File: src/rtl/evt_cmp_pkg.sv
package evt_cmp_pkg;

  localparam int CFG_W     = 8;
  localparam int B_EN      = 0;
  localparam int B_PER     = 1;
  localparam int B_LVL     = 2;
  localparam int B_SETV    = 3;
  localparam int B_W32     = 4;
  localparam int B_CAP_PER = 5;
  localparam int B_CAP_MSG = 6;

  typedef enum logic {
    LD_CMP = 1'b0,
    LD_PER = 1'b1
  } ld_kind_e;

  typedef struct packed {
    logic en;
    logic per;
    logic lvl;
    logic setv;
    logic w32;
  } chan_cfg_t;

endpackage

File: src/rtl/evt_rst_sync.sv
module evt_rst_sync #(
  parameter int STAGES = 2
) (
  input  logic clk,
  input  logic rst_n_in,
  output logic rst_n_out
);

  logic [STAGES-1:0] sh_q;

  always_ff @(posedge clk or negedge rst_n_in) begin
    if (!rst_n_in) sh_q <= '0;
    else           sh_q <= {sh_q[STAGES-2:0], 1'b1};
  end

  assign rst_n_out = sh_q[STAGES-1];

endmodule

File: src/rtl/evt_wr_pipe.sv
module evt_wr_pipe
  import evt_cmp_pkg::*;
#(
  parameter int DW    = 64,
  parameter int DEPTH = 2
) (
  input  logic          clk,
  input  logic          rst_n,
  input  logic          in_vld,
  input  ld_kind_e      in_kind,
  input  logic [DW-1:0] in_data,
  output logic          out_vld,
  output ld_kind_e      out_kind,
  output logic [DW-1:0] out_data
);

  for (genvar s = 0; s < DEPTH; s++) begin : g_stg
    logic          pv;
    ld_kind_e      pk;
    logic [DW-1:0] pd;
    logic          vq;
    ld_kind_e      kq;
    logic [DW-1:0] dq;

    if (s == 0) begin : g_head
      assign pv = in_vld;
      assign pk = in_kind;
      assign pd = in_data;
    end else begin : g_body
      assign pv = g_stg[s-1].vq;
      assign pk = g_stg[s-1].kq;
      assign pd = g_stg[s-1].dq;
    end

    always_ff @(posedge clk or negedge rst_n) begin
      if (!rst_n) vq <= 1'b0;
      else        vq <= pv;
    end

    // payload flops carry no reset; they load only with a valid beat
    always_ff @(posedge clk) begin
      if (pv) begin
        kq <= pk;
        dq <= pd;
      end
    end
  end

  assign out_vld  = g_stg[DEPTH-1].vq;
  assign out_kind = g_stg[DEPTH-1].kq;
  assign out_data = g_stg[DEPTH-1].dq;

endmodule

File: src/rtl/evt_match.sv
module evt_match
  import evt_cmp_pkg::*;
#(
  parameter int CNT_W = 64
) (
  input  logic             clk,
  input  logic             rst_n,
  input  logic             ld_vld,
  input  ld_kind_e         ld_kind,
  input  logic [CNT_W-1:0] ld_data,
  input  logic             w32,
  input  logic             per_mode,
  input  logic             arm,
  input  logic [CNT_W-1:0] cnt,
  output logic [CNT_W-1:0] cmp_q,
  output logic             hit
);

  logic [CNT_W-1:0] cmp_d;
  logic [CNT_W-1:0] per_q;
  logic [CNT_W-1:0] per_d;
  logic [CNT_W-1:0] sum;
  logic [CNT_W-1:0] ld_val;
  logic             eq;

  if (CNT_W > 32) begin : g_wide
    localparam int HI_W = CNT_W - 32;
    logic [31:0] lo_sum;
    assign lo_sum = cmp_q[31:0] + per_q[31:0];
    assign eq     = w32 ? (cnt[31:0] == cmp_q[31:0]) : (cnt == cmp_q);
    assign sum    = w32 ? {{HI_W{1'b0}}, lo_sum} : (cmp_q + per_q);
    assign ld_val = w32 ? {{HI_W{1'b0}}, ld_data[31:0]} : ld_data;
  end else begin : g_narrow
    logic unused_w32;
    assign unused_w32 = w32;
    assign eq     = (cnt == cmp_q);
    assign sum    = cmp_q + per_q;
    assign ld_val = ld_data;
  end

  assign hit = arm & eq;

  always_comb begin
    cmp_d = cmp_q;
    per_d = per_q;
    if (ld_vld && ld_kind == LD_PER) per_d = ld_data;
    if (ld_vld && ld_kind == LD_CMP) cmp_d = ld_val;
    else if (hit && per_mode)        cmp_d = sum;
  end

  always_ff @(posedge clk or negedge rst_n) begin
    if (!rst_n) begin
      cmp_q <= '0;
      per_q <= '0;
    end else begin
      cmp_q <= cmp_d;
      per_q <= per_d;
    end
  end

  // without a load or an enabled match the comparator holds
  p_cmp_hold_r8: assert property (@(posedge clk) disable iff (!rst_n)
    (!ld_vld && !hit) |=> $stable(cmp_q));

  // a periodic match in full-width mode advances by the period
  p_reload_r4: assert property (@(posedge clk) disable iff (!rst_n)
    (hit && per_mode && !w32 && !ld_vld) |=> (cmp_q == $past(cmp_q) + $past(per_q)));

endmodule

File: src/rtl/evt_cmp_channel.sv
module evt_cmp_channel
  import evt_cmp_pkg::*;
#(
  parameter int CNT_W   = 64,
  parameter int WR_DLY  = 2,
  parameter bit PER_CAP = 1'b1,
  parameter bit MSG_CAP = 1'b0
) (
  input  logic             clk,
  input  logic             rst_n,
  input  logic             cfg_we,
  input  logic [CFG_W-1:0] cfg_wdata,
  output logic [CFG_W-1:0] cfg_rdata,
  input  logic             cmp_we,
  input  logic [CNT_W-1:0] cmp_wdata,
  output logic [CNT_W-1:0] cmp_rdata,
  input  logic             sts_clr,
  output logic             sts_o,
  input  logic             cnt_en,
  input  logic [CNT_W-1:0] cnt,
  output logic             irq_o
);

  logic       rst_n_s;
  chan_cfg_t  cfg_q, cfg_d;
  logic       sts_q, sts_d;
  logic       pulse_q, pulse_d;
  ld_kind_e   wr_kind;
  logic       pl_vld;
  ld_kind_e   pl_kind;
  logic [CNT_W-1:0] pl_data;
  logic       hit;
  logic       unused_cfg;

  assign unused_cfg = ^cfg_wdata[CFG_W-1:B_W32+1];

  evt_rst_sync #(.STAGES(2)) u_rst (
    .clk       (clk),
    .rst_n_in  (rst_n),
    .rst_n_out (rst_n_s)
  );

  // config register: next state
  always_comb begin
    cfg_d = cfg_q;
    if (cfg_we) begin
      cfg_d.en   = cfg_wdata[B_EN];
      cfg_d.per  = cfg_wdata[B_PER] & PER_CAP;
      cfg_d.lvl  = cfg_wdata[B_LVL];
      cfg_d.setv = cfg_wdata[B_SETV];
      cfg_d.w32  = cfg_wdata[B_W32];
    end else if (cmp_we) begin
      cfg_d.setv = 1'b0;
    end
  end

  always_ff @(posedge clk or negedge rst_n_s) begin
    if (!rst_n_s) cfg_q <= '0;
    else          cfg_q <= cfg_d;
  end

  assign cfg_rdata = {1'b0, MSG_CAP, PER_CAP, cfg_q.w32, cfg_q.setv,
                      cfg_q.lvl, cfg_q.per, cfg_q.en};

  // a write in periodic mode with load-select clear targets the period
  assign wr_kind = (cfg_q.per && !cfg_q.setv) ? LD_PER : LD_CMP;

  evt_wr_pipe #(.DW(CNT_W), .DEPTH(WR_DLY)) u_pipe (
    .clk      (clk),
    .rst_n    (rst_n_s),
    .in_vld   (cmp_we),
    .in_kind  (wr_kind),
    .in_data  (cmp_wdata),
    .out_vld  (pl_vld),
    .out_kind (pl_kind),
    .out_data (pl_data)
  );

  evt_match #(.CNT_W(CNT_W)) u_match (
    .clk      (clk),
    .rst_n    (rst_n_s),
    .ld_vld   (pl_vld),
    .ld_kind  (pl_kind),
    .ld_data  (pl_data),
    .w32      (cfg_q.w32),
    .per_mode (cfg_q.per),
    .arm      (cnt_en & cfg_q.en),
    .cnt      (cnt),
    .cmp_q    (cmp_rdata),
    .hit      (hit)
  );

  // interrupt output: next state
  always_comb begin
    sts_d   = cfg_q.lvl & (hit | (sts_q & ~sts_clr));
    pulse_d = ~cfg_q.lvl & hit;
  end

  always_ff @(posedge clk or negedge rst_n_s) begin
    if (!rst_n_s) begin
      sts_q   <= 1'b0;
      pulse_q <= 1'b0;
    end else begin
      sts_q   <= sts_d;
      pulse_q <= pulse_d;
    end
  end

  assign sts_o = sts_q;
  assign irq_o = sts_q | pulse_q;

  // the global enable gates every match
  p_gate_r11: assert property (@(posedge clk) disable iff (!rst_n_s)
    !cnt_en |-> !hit);

  // a disabled channel raises no new interrupt
  p_quiet_off_r8: assert property (@(posedge clk) disable iff (!rst_n_s)
    (!cfg_q.en && !irq_o && !cfg_we) |=> !irq_o);

  // level status holds until cleared
  p_sticky_r9: assert property (@(posedge clk) disable iff (!rst_n_s)
    (sts_q && cfg_q.lvl && !sts_clr && !cfg_we) |=> sts_q);

  // an edge-mode interrupt comes only from a match one edge earlier
  p_edge_src_r10: assert property (@(posedge clk) disable iff (!rst_n_s)
    (irq_o && !cfg_q.lvl && !$past(cfg_q.lvl)) |-> $past(hit));

  // load-select clears after a comparator write
  p_setv_clear_r3: assert property (@(posedge clk) disable iff (!rst_n_s)
    (cfg_q.setv && cmp_we && !cfg_we) |=> !cfg_q.setv);

endmodule

File: config.mk
export PLATFORM = sky130hd
export DESIGN_NAME = evt_cmp_channel
export DESIGN_NICKNAME = d
export VERILOG_FILES = /design/src/rtl/evt_cmp_pkg.sv /design/src/rtl/evt_rst_sync.sv /design/src/rtl/evt_wr_pipe.sv /design/src/rtl/evt_match.sv /design/src/rtl/evt_cmp_channel.sv
export SDC_FILE = /design/constraint.sdc
export NUM_CORES = 1
export LEC_CHECK = 0
export ABC_AREA = 1
export ABC_CLOCK_PERIOD_IN_PS = 11770
export BUFFER_PORTS_ARGS = -buffer_cell sky130_fd_sc_hd__buf_4
export CORE_AREA = 2 2 177 179
export CTS_BUF_LIST = sky130_fd_sc_hd__clkbuf_4
export CTS_CLUSTER_SIZE = 14
export DETAILED_ROUTE_END_ITERATION = 10
export DIE_AREA = 0 0 179 181
export PLACE_DENSITY = 0.79
export SKIP_LAST_GASP = 1
export SYNTH_ARGS = -nofsm -noshare
export SYNTH_HDL_FRONTEND = slang
export SYNTH_HIERARCHICAL = 1
export SYNTH_SLANG_ARGS = --single-unit
File: constraint.sdc
create_clock -name clk -period 11.77 [get_ports clk]
set_clock_uncertainty 0.1 [all_clocks]
set_input_delay 1.177 -clock clk [delete_from_list [all_inputs] [get_ports clk]]
set_output_delay 1.177 -clock clk [all_outputs]
set_load 0.05 [all_outputs]
==> results.md, run 1 <==
- FF-to-FF path depth: 9
- PwrDens: between 200 and 250 nW/µm²
- CP Capture Type: register
- Ys flop type: dfrtp_1
- Die X: between 150 and 200 µm
- Final wirelength: about 51 mm
- I/O pin count: ~220
- Drt first pass iters: 5
- Final ANT Viol Nets: 0
- Clk pin slew, worst setup/hold paths: about 60 ps
- Crit Path Class: reg -> reg
- GRT overflow: 0
- Tot GR Track Use: 0.3227
- CP Max Fanout: 66
- Post-synth EDFFs: 130
- Net count, final: 2,725
- Via count: approximately 15,000
- Share of flip-flops with an asynchronous set or reset: 0.5167
- Root buffer cell: clkbuf_4
- Cts repair resizes: 0
- Postcts setup bufs: 0
- Number of global-route vias before repair: approximately 15,000
- Launching point of the worst reg2reg path: u_pipe/out_vld
- # fillers: 2,651
- Site Rows: 64
- Layout cells sized above 1: 0.1435
- Worst skew pair latency: 790 ps
- H-tree depth: 3
- Post-DR vias/cell: between 5 and 6
- Clock Path Buffers: 3
- Fin crit share: 0.3187
- Final hold vios: 0
- CP Launch Point: u_pipe/out_vld
- Pin count of the biggest net entering global routing: between 70 and 80
- Avg Inst Size Synth: approximately 7.3 µm²
- Global-route wire length before repair: approximately 79 mm
- Post-Syn Instances: around 2,300
- Most frequent cells in the layout: nand2_1 (877), inv_1 (423), buf_4 (214)
- PortBufs: around 210
- Terminus of the critical flop-to-flop path: u_match/cmp_q[6]
- Synth-to-layout area growth: 17.37%
- R2R Setup Slk: between 8000 and 9000 ps
- Seq/Total Area, Yosys: 0.4453
- Drt wl/cell: 17.27 µm
- Max cap viols: 0
- Setup TNS: 0 ps
- Tot Pwr: slightly above 4000 µW
- Drt drc: 0
- Synth warn: 6
- Leak: between 0.01 and 0.015 µW
- Fin. max-slew vios: 0
- Slew margin rel.: 0.1895
- Share of the synthesized area in the top cell type: 0.2355
- Crit path time final: ~3800 ps
- FF+latch count, synth: between 200 and 300
- Die area: 32,400 µm²
- Hold_buf cts: 0
- Clk sink count: 269
- Mapped Area: about 17,000 µm²
- Hold_ws: 80.26 ps
- Hpwl dp: around 40 mm
- Worst min-delay path class: in -> async
- Initial antenna violation count: 2
- Die height: 181 µm
- Status: finished clean
- Worst-margin pin slew: about 1200 ps
- Core box area: roughly 30,000 µm²
- Maximum vdd ir drop: 0.0001612 V
- CP endpoint: u_match/cmp_q[6]
- Worst Setup Start Kind: register
- Fmax: roughly 0.27 GHz
- Arrival time worst endpoint: around 4300 ps
- Distinct cells, synth: 38
- Synth area leaders: edfxtp_1 (24%), dfrtp_1 (21%), nand2_1 (20%), inv_1 (9.6%), ha_1 (4.8%)
- Synth area leader: edfxtp_1
- Initial Utilization: 0.5463
- Total CTS buffers: just over 70
- Data required, critical path: about 12,000 ps
- CTS tree: done
- Most common cell after layout, fill and taps aside: nand2_1
- Drt initial violations: roughly 1,200
- Gp weighted congestion: between 0.9 and 1
- RSZ-0062 raised after global routing: no
- Count of final setup violators: 0
## cell usage after synthesis, drive strengths merged, types with 5 or more instances
master,count
a21oi,46
buf,17
clkbuf,23
dfrtp,139
edfxtp,130
ha,63
inv,426
mux2,14
nand2,879
nand3,140
nand4,16
nor2,156
nor3,14
o211ai,17
o21ai,92
o21bai,5
or2,6
xnor2,55
xor2,15
## metrics by stage
stage / cells / area, µm² / utilization / worst slack [ps]
2_1_floorplan: 2271 / 16580 / - / 7510
3_3_place_gp: 2841 / 18480 / 0.6090 / 7576
3_5_place_dp: 2841 / 18480 / 0.6090 / 7505
4_1_cts: 2974 / 19450 / 0.6409 / 8091
5_1_grt: 2976 / 19450 / 0.6410 / 7839
6_report: 2977 / 19460 / 0.6411 / 8019
## flip-flops by register name, summed over array words and instances, names as in the netlist
signal	cells
cfg_rdata	5
pulse_q	1
sts_o	1
u_match/cmp_q	64
u_match/per_q	64
u_pipe/g_stg.dq	64
u_pipe/g_stg.kq	1
u_pipe/g_stg.vq	1
u_pipe/out_data	64
u_pipe/out_kind	1
u_pipe/out_vld	1
u_rst/sh_q	2
## final cells by class
type / instances / area [µm²] / share of cell area
flip-flops and latches: 269 / 7387 / 0.3797
repair buffers: 214 / 1607 / 0.08257
inverters: 426 / 1599 / 0.08218
multi-input cells: 1536 / 7395 / 0.3800
clock buffers: 109 / 818.3 / 0.04206
clock inverters: 24 / 148.9 / 0.007652
well taps: 396 / 495.5 / 0.02546
diodes: 3 / 7.507 / 0.0003858
## power breakdown
part	internal (µW)	total (µW)	switching, µW
clock	452	856	404
combinational	597	1890	1290
sequential	1140	1290	149
total	2190	4030	1840
## worst max-delay path, cell delays in order (launching register included)
cell and delay, ps:
dfrtp_1 390, inv_1 100, nor2_4 30, buf_4 350, inv_1 140, buf_4 610
nand2_2 540, inv_2 1040, nand2_1 140, o211ai_1 140
## logic make-up (layout without fill, tap and decap cells)
family / Yosys count / after routing / synth area share
simple gates: 1223 / 1223 / 0.2965
flops: 269 / 269 / 0.4453
other cells: 3 / 7 / 0.0006792
buf+inv: 466 / 773 / 0.1095
xor+xnor: 70 / 70 / 0.03698
compound gates: 161 / 161 / 0.05276
fa+ha+maj: 64 / 64 / 0.04876
mux: 14 / 14 / 0.009509
## metal layers
layer | global-route usage | wire, µm
met1 | 0.4485 | 22980
met2 | 0.5066 | 23330
met3 | 0.07029 | 4052
met4 | 0.09431 | 1055
met5 | 0 | 0
## worst min path at each step
stage | start | end | slack (ps) | cells past startpoint
floorplan | u_rst/sh_q[0] | u_rst/sh_q[1] | 230 | 0
global placement | u_rst/sh_q[0] | u_rst/sh_q[1] | 240 | 0
detailed placement | u_rst/sh_q[0] | u_rst/sh_q[1] | 240 | 0
CTS | rst_n | u_rst/sh_q[1] | 20 | 1
global route | rst_n | u_rst/sh_q[1] | 50 | 1
finish | rst_n | u_rst/sh_q[1] | 80 | 1
No activity file was read; power rests on OpenSTA's default activity.
==> run 2, diff against run 1 <==
- ABC_CLOCK_PERIOD_IN_PS: 11770 -> 3200
- PLACE_DENSITY: 0.79 -> 0.82
- clock period: 11.77 -> 3.2 ns (I/O delays scaled with it)
==> run 2 against run 1 <==
  * Clock power grew to 3.7 times the previous value
  * Worst setup slack got worse by 7900 ps
  * Utilization increased by 2.9 points
  * Routed wire length rose by 8.5%
  * Critical path depth increased by 4
  * Sequential cell count did not move
  * Sequential power rose to 3.7 times the previous value
  * Largest cell class unchanged
  * First-iteration DRC count grew 11%
  * Via count increased by 5.1%
==> results.md, run 2 (synthesis gave the netlist of run 1 again) <==
- Final instance area: 20,350 µm² (+4.6%)
- Die X: 179 µm (unchanged)
- Met2 usage: 0.5694 (+0.06277)
- Worst min-delay path class: in -> reg
- Arrival time worst endpoint: 3630 ps (-690 ps)
- H-tree depth: 3 (unchanged)
- Drt drc: 0 (unchanged)
- Crit Path Class: reg -> reg
- CTS tree: done
- Final wirelength: 55.77 mm (+8.5%)
- Max cap viols: 0 (unchanged)
- Area post-placement: 18,570 µm² (+0.45%)
- Crit path time final: 3063 ps (-688.2 ps)
- GRT overflow: 0 (unchanged)
- Drt initial violations: 1,336 (+11%)
- Via count: 16,000 (+5.1%)
- Site Rows: 64 (unchanged)
- Clk pin slew, worst setup/hold paths: 80 ps (+20 ps)
- Fin crit share: 0.9571 (+0.6384)
- Synth-to-layout area growth: 22.75%
- Core box area: 30,350 µm² (unchanged)
- Setup TNS: 0 ps (unchanged)
- Clk sink count: 269 (unchanged)
- Net count, final: 2,812 (+3.2%)
- Number of global-route vias before repair: 15,960 (+7.4%)
- Global route hottest layer: met2
- Pin count of the biggest net entering global routing: 138 (+75%)
- Die height: 181 µm (unchanged)
- Global-route wire length before repair: 86.06 mm (+9.0%)
- Fin. max-slew vios: 0 (unchanged)
- Drt first pass iters: 7 (+2)
- Layout cells sized above 1: 0.1438 (+0.0003006)
- Gp weighted congestion: 0.9771 (-0.91%)
- Final ANT Viol Nets: 0 (unchanged)
- Hpwl dp: 39.75 mm (+0.47%)
- Most common cell after layout, fill and taps aside: nand2_1
- Placed Cells: 2,847 (+0.21%)
- Initial Utilization: 0.5463 (unchanged)
- Worst Setup Start Kind: register
- Status: finished clean
- CP Max Fanout: 57 (-14%)
- M3 GR Usage: 0.08060 (+0.01031)
- Die area: 32,400 µm² (unchanged)
- Clock Path Buffers: 3 (unchanged)
- Slew margin rel.: 0.1676 (-0.02193)
- Register Area: 7387 µm² (unchanged)
- Total CTS buffers: 71 (-1.4%)
- Global Route met1 Usage: 0.4612 (+0.01269)
- Maximum vdd ir drop: 0.0006252 V (+290%)
- Final hold vios: 0 (unchanged)
- Leak: 0.01078 µW (+3.7%)
- Data required, critical path: 3770 ps (-8570 ps)
- I/O pin count: 216 (unchanged)
- Count of final setup violators: 0 (unchanged)
- Layout Cells excl Fill: 3,060 (+2.8%)
- Hold_ws: 168.1 ps (+87.85 ps)
- Most frequent cells in the layout: nand2_1 (877), inv_1 (423), buf_4 (217)
- Root buffer cell: clkbuf_4
- PortBufs: 209 (unchanged)
- Fmax: 0.3265 GHz (+22%)
- PwrDens: 742.1 nW/µm² (+260%)
- RSZ-0062 raised after global routing: no
- Post-DR vias/cell: 5.228 (+2.2%)
- Tot GR Track Use: 0.3501 (+0.02738)
- Tot Pwr: 15,100 µW (+270%)
- Worst skew pair latency: 740 ps (-50 ps)
- Multi-input gate area: 7397 µm² (about the same)
- # fillers: 2,475 (-6.6%)
- Initial antenna violation count: 2 (unchanged)
- Drt wl/cell: 18.23 µm (+5.5%)
- CP Capture Type: register
- Worst-margin pin slew: 1249 ps (+32.90 ps)
## run 2: cell types whose count changed in the layout (fill, tap and decap cells not counted), sizes merged
cell / previous run / this run
inv: 427 / 430
clkbuf: 109 / 118
clkinvlp: 1 / 2
diode: 3 / 1
buf: 214 / 220
bufinv: 1 / 0
dlygate4sd3: 0 / 82
clkinv: 21 / 6
## run 2: report_power, final
group	switching, µW	internal, µW
Combinational	4860	2290
Clock	1510	1680
Sequential	569	4190
## run 2: worst paths after layout
| path | from | end | slack (ps) | cells after the start |
|---|---|---|---|---|
| setup reg to reg | u_match/cmp_q[25] | u_match/cmp_q[29] | 140 | 13 |
| setup / recovery | u_match/cmp_q[25] | u_match/cmp_q[29] | 140 | 13 |
| max in group asynchronous | u_rst/sh_q[1] | u_match/cmp_q[3] | 2040 | 1 |
| hold reg to reg | u_rst/sh_q[0] | u_rst/sh_q[1] | 270 | 0 |
| hold / removal | cmp_we | u_pipe/g_stg[0].vq | 170 | 1 |
| min in group asynchronous | u_rst/sh_q[1] | u_match/per_q[41] | 360 | 1 |
## run 2: cell type report
class                           count  area share
Sequential cell                   269      0.3630
Multi-Input combinational cell   1536      0.3635
Clock buffer                      118     0.04353
Inverter                          426     0.07858
Tap cell                          396     0.02435
Clock inverter                     12    0.003566
Timing Repair Buffer              302      0.1233
Antenna cell                        1   0.0001230
## run 2: metal layers
metal,vias up,part of all wire,routed length [µm]
met3,120,0.087,4874
li1,7726,-,-
met4,2,0.028,1535
met1,7414,0.42,23460
met5,-,0.00014,8
met2,735,0.46,25890
## run 2: what timing repair did
| item | 4_1_cts | 5_1_grt |
|---|---|---|
| hold buffers | 82 | 0 |
| buffers inserted | 0 | 0 |
| setup endpoints to repair | 0 | 1 |
| gates resized for setup | 0 | 1 |
| hold endpoints to repair | 72 | 0 |
## run 2: critical path, stage by stage (launching register included)
cell and delay (ps):
dfrtp_1 450, inv_1 130, nand2_1 180, nand2_1 100, nor2_1 50, nand2_1 200
nor2_1 70, nand3_1 110, nor2_2 70, nand3_4 130, nand2_2 80, inv_2 880
nand2_1 220, nand2_1 190
## run 2: through the flow
step,setup slack [ps],utilization
floorplan,777.8,-
global placement,390.5,0.6117
detailed placement,336.3,0.6117
CTS,295.4,0.6704
global route,31.65,0.6705
finish,137.4,0.6705
==> run 3, diff against run 2 <==
- CELL_PAD_IN_SITES_DETAIL_PLACEMENT: default -> 1
- CELL_PAD_IN_SITES_GLOBAL_PLACEMENT: default -> 2
- CORE_AREA: 2 2 177 179 -> 2 2 235 237
- DIE_AREA: 0 0 179 181 -> 0 0 237 239
- PLACE_DENSITY: 0.82 -> 0.81
==> run 3 against run 2 <==
  * Routed wire length increased by 9.8%
  * Sequential share of layout area decreased by 1.2 points
  * Power increased by 2.3%
  * Fmax increased by 5.0%
  * Sequential cell count unchanged
  * Worst hold slack got worse by 37 ps
  * Clock-buffer cell count increased by 9
  * First-iteration DRC count decreased by 43%
  * Critical endpoint is now u_match/cmp_q[56]
  * Largest power group unchanged
==> results.md, run 3 (synthesis gave the netlist of run 1 again) <==
- Worst path bufs/invs: 1 (-1)
- Worst Setup Start Kind: register
- CP Capture Type: register
- # fillers: 6,696 (+170%)
- Slowest CP cell: fa_1
- Max cap viols: 0 (unchanged)
- H-tree depth: 3 (unchanged)
- Drt first pass iters: 7 (unchanged)
- Synth-to-layout area growth: 26.85%
- Multi-input gate area: 7400 µm² (about the same)
- Hold endpoint: u_pipe/g_stg[0].dq[30]
- Core box area: 54,340 µm² (+79%)
- Fin crit share: 0.9111 (-0.04600)
- Initial Utilization: 0.3051 (-0.2412)
- I/O pin count: 216 (unchanged)
- Drt wl/cell: 18.00 µm (-1.2%)
- Total CTS buffers: 77 (+8.5%)
- Gp weighted congestion: 0.9095 (-6.9%)
- Internal power: 8430 µW (+3.3%)
- Status: finished clean
- Worst-margin pin slew: 1059 ps (-189.2 ps)
- P_sw: 7024 µW (+1.2%)
- PortBufs: 209 (unchanged)
- Worst skew pair latency: 800 ps (+60 ps)
- Site Rows: 86 (+34%)
- Slew margin rel.: 0.2937 (+0.1261)
- Final ANT Viol Nets: 0 (unchanged)
- Launching point of the worst reg2reg path: u_match/cmp_q[0]
- Die X: 237 µm (+32%)
- Via count: 15,680 (-2.0%)
- Initial antenna violation count: 2 (unchanged)
- Count of final setup violators: 0 (unchanged)
- Crit path time final: 2915 ps (-147.2 ps)
- Pin count of the biggest net entering global routing: 68 (-51%)
- Register Area: 7387 µm² (unchanged)
- Hold path depth: 2 (+1)
- Clk pin slew, worst setup/hold paths: 70 ps (about the same)
- Number of global-route vias before repair: 16,760 (+5.0%)
- Delay of the slowest critical-path stage: 480 ps (-400 ps)
- R2R Setup Slk: 280 ps (+150 ps)
- Worst min-delay path class: in -> reg
- Cells along the critical path: ha_1 > inv_1 > fa_1 > nor2_1 > o21ai_0 > nand2_1 > nand3_1 > nand3_1 > nand2_1 > nand3_1 > nand3_1 > nand3_1 > nand2_1
- Pre-CTS WS: 268.7 ps (-67.60 ps)
- Most common cell after layout, fill and taps aside: nand2_1
- Hpwl dp: 48.53 mm (+22%)
- Drt initial violations: 758 (-43%)
- Data required, critical path: 3800 ps (+30 ps)
- Global-route wire length before repair: 94.96 mm (+10%)
- Terminus of the critical flop-to-flop path: u_match/cmp_q[56]
- RSZ-0062 raised after global routing: no
- Crit Path Class: reg -> reg
- Setup TNS: 0 ps (unchanged)
- Drt drc: 0 (unchanged)
- Area post-placement: 19,160 µm² (+3.2%)
- Clock share of power: 0.219 (+0.008)
- Fmax: 0.3430 GHz (+5.0%)
- Maximum vdd ir drop: 0.0004692 V (-25%)
- Final wirelength: 61.21 mm (+9.8%)
- Cts repair resizes: 0 (unchanged)
- Top delay family on crit path: simple AND/OR/NAND/NOR gates
- Crit-path most repeated cell: nand3_1
- Switching Share: 0.4545 (-0.004999)
- PwrDens: 734.9 nW/µm² (-0.98%)
- Min-delay src: cmp_wdata[30]
- Post-DR vias/cell: 4.610 (-12%)
- Fin. max-slew vios: 0 (unchanged)
- Combinational share of power: 0.477 (+0.003)
- Net count, final: 2,840 (+1.0%)
- Seq pwr share: 0.304 (-0.011)
- Most frequent cells in the layout: nand2_1 (877), inv_1 (423), buf_4 (234)
- Tot GR Track Use: 0.2209 (-0.1291)
- Arrival time worst endpoint: 3510 ps (-120 ps)
- Clock Path Buffers: 3 (unchanged)
- Final setup margin: 284.6 ps (+147.2 ps)
- CP Max Fanout: 3 (-95%)
- FF-to-FF path depth: 13 (unchanged)
- Die height: 239 µm (+32%)
- Final hold vios: 0 (unchanged)
- GRT overflow: 0 (unchanged)
- CTS tree: done
- Layout cells sized above 1: 0.1518 (+0.007940)
- Final instance area: 21,030 µm² (+3.3%)
- Leak: 0.01096 µW (+1.7%)
- Root buffer cell: clkbuf_4
- Die area: 56,640 µm² (+75%)
- Clk sink count: 269 (unchanged)
==> run 3: changes by cell type in the layout (fill, tap and decap cells not counted), sizes merged <==
cell,delta
clkinvlp,-1
bufinv,+1
dlygate4sd3,+1
inv,-3
clkinv,+4
buf,+21
clkbuf,+9
==> run 3: how the worst max path moves through the flow <==
| stage | from | end | slack, ps | depth (start not counted) |
|---|---|---|---|---|
| 2_1_floorplan | u_match/cmp_q[0] | u_match/cmp_q[60] | 780 | 14 |
| 3_3_place_gp | u_match/cmp_q[0] | u_match/cmp_q[56] | 270 | 13 |
| 3_5_place_dp | u_match/cmp_q[0] | u_match/cmp_q[56] | 270 | 13 |
| 4_1_cts | u_match/cmp_q[0] | u_match/cmp_q[56] | 250 | 13 |
| 5_1_grt | u_match/cmp_q[0] | u_match/cmp_q[56] | 8 | 13 |
| 6_report | u_match/cmp_q[0] | u_match/cmp_q[56] | 280 | 13 |
==> run 3: power by group through the flow <==
| stage | clock, µW | combinational [µW] | sequential (µW) |
|---|---|---|---|
| floorplan | 0 | 3800 | 5530 |
| global route | 3720 | 8160 | 4790 |
| global placement | 0 | 7190 | 4750 |
| finish | 3380 | 7370 | 4700 |
| CTS | 3530 | 7410 | 4720 |
| detailed placement | 0 | 7290 | 4780 |
==> run 3: final cells by class <==
class	instances	share of cell area
well taps	704	0.04188
clock inverters	13	0.003808
clock buffers	127	0.04534
repair buffers	324	0.1297
flip-flops and latches	269	0.3513
multi-input cells	1536	0.3519
inverters	426	0.07603
diodes	1	0.0001190
==> run 3: timing repair <==
item,in CTS,in global routing
endpoints found under the hold margin,73,0
hold buffers,83,0
setup buffers,0,0
==> run 3: metrics by stage <==
step | instances | utilization | power, µW | hold slack (ps)
5_1_grt | 3400 | 0.3870 | 16660 | 79.84
6_report | 3400 | 0.3870 | 15450 | 130.8
3_3_place_gp | 3176 | 0.3527 | 11940 | 2.967
2_1_floorplan | 2271 | - | 9334 | -75.59
3_5_place_dp | 3176 | 0.3527 | 12080 | 4.046
4_1_cts | 3399 | 0.3870 | 15670 | 28.06
==> run 3: layer usage <==
metal / share of wire / global-route usage / vias to the layer above
li1: - / - / 7775
met1: 0.48 / 0.2967 / 7544
met2: 0.47 / 0.3725 / 292
met3: 0.036 / 0.02921 / 64
met4: 0.018 / 0.06310 / 0
met5: 0 / 0 / -
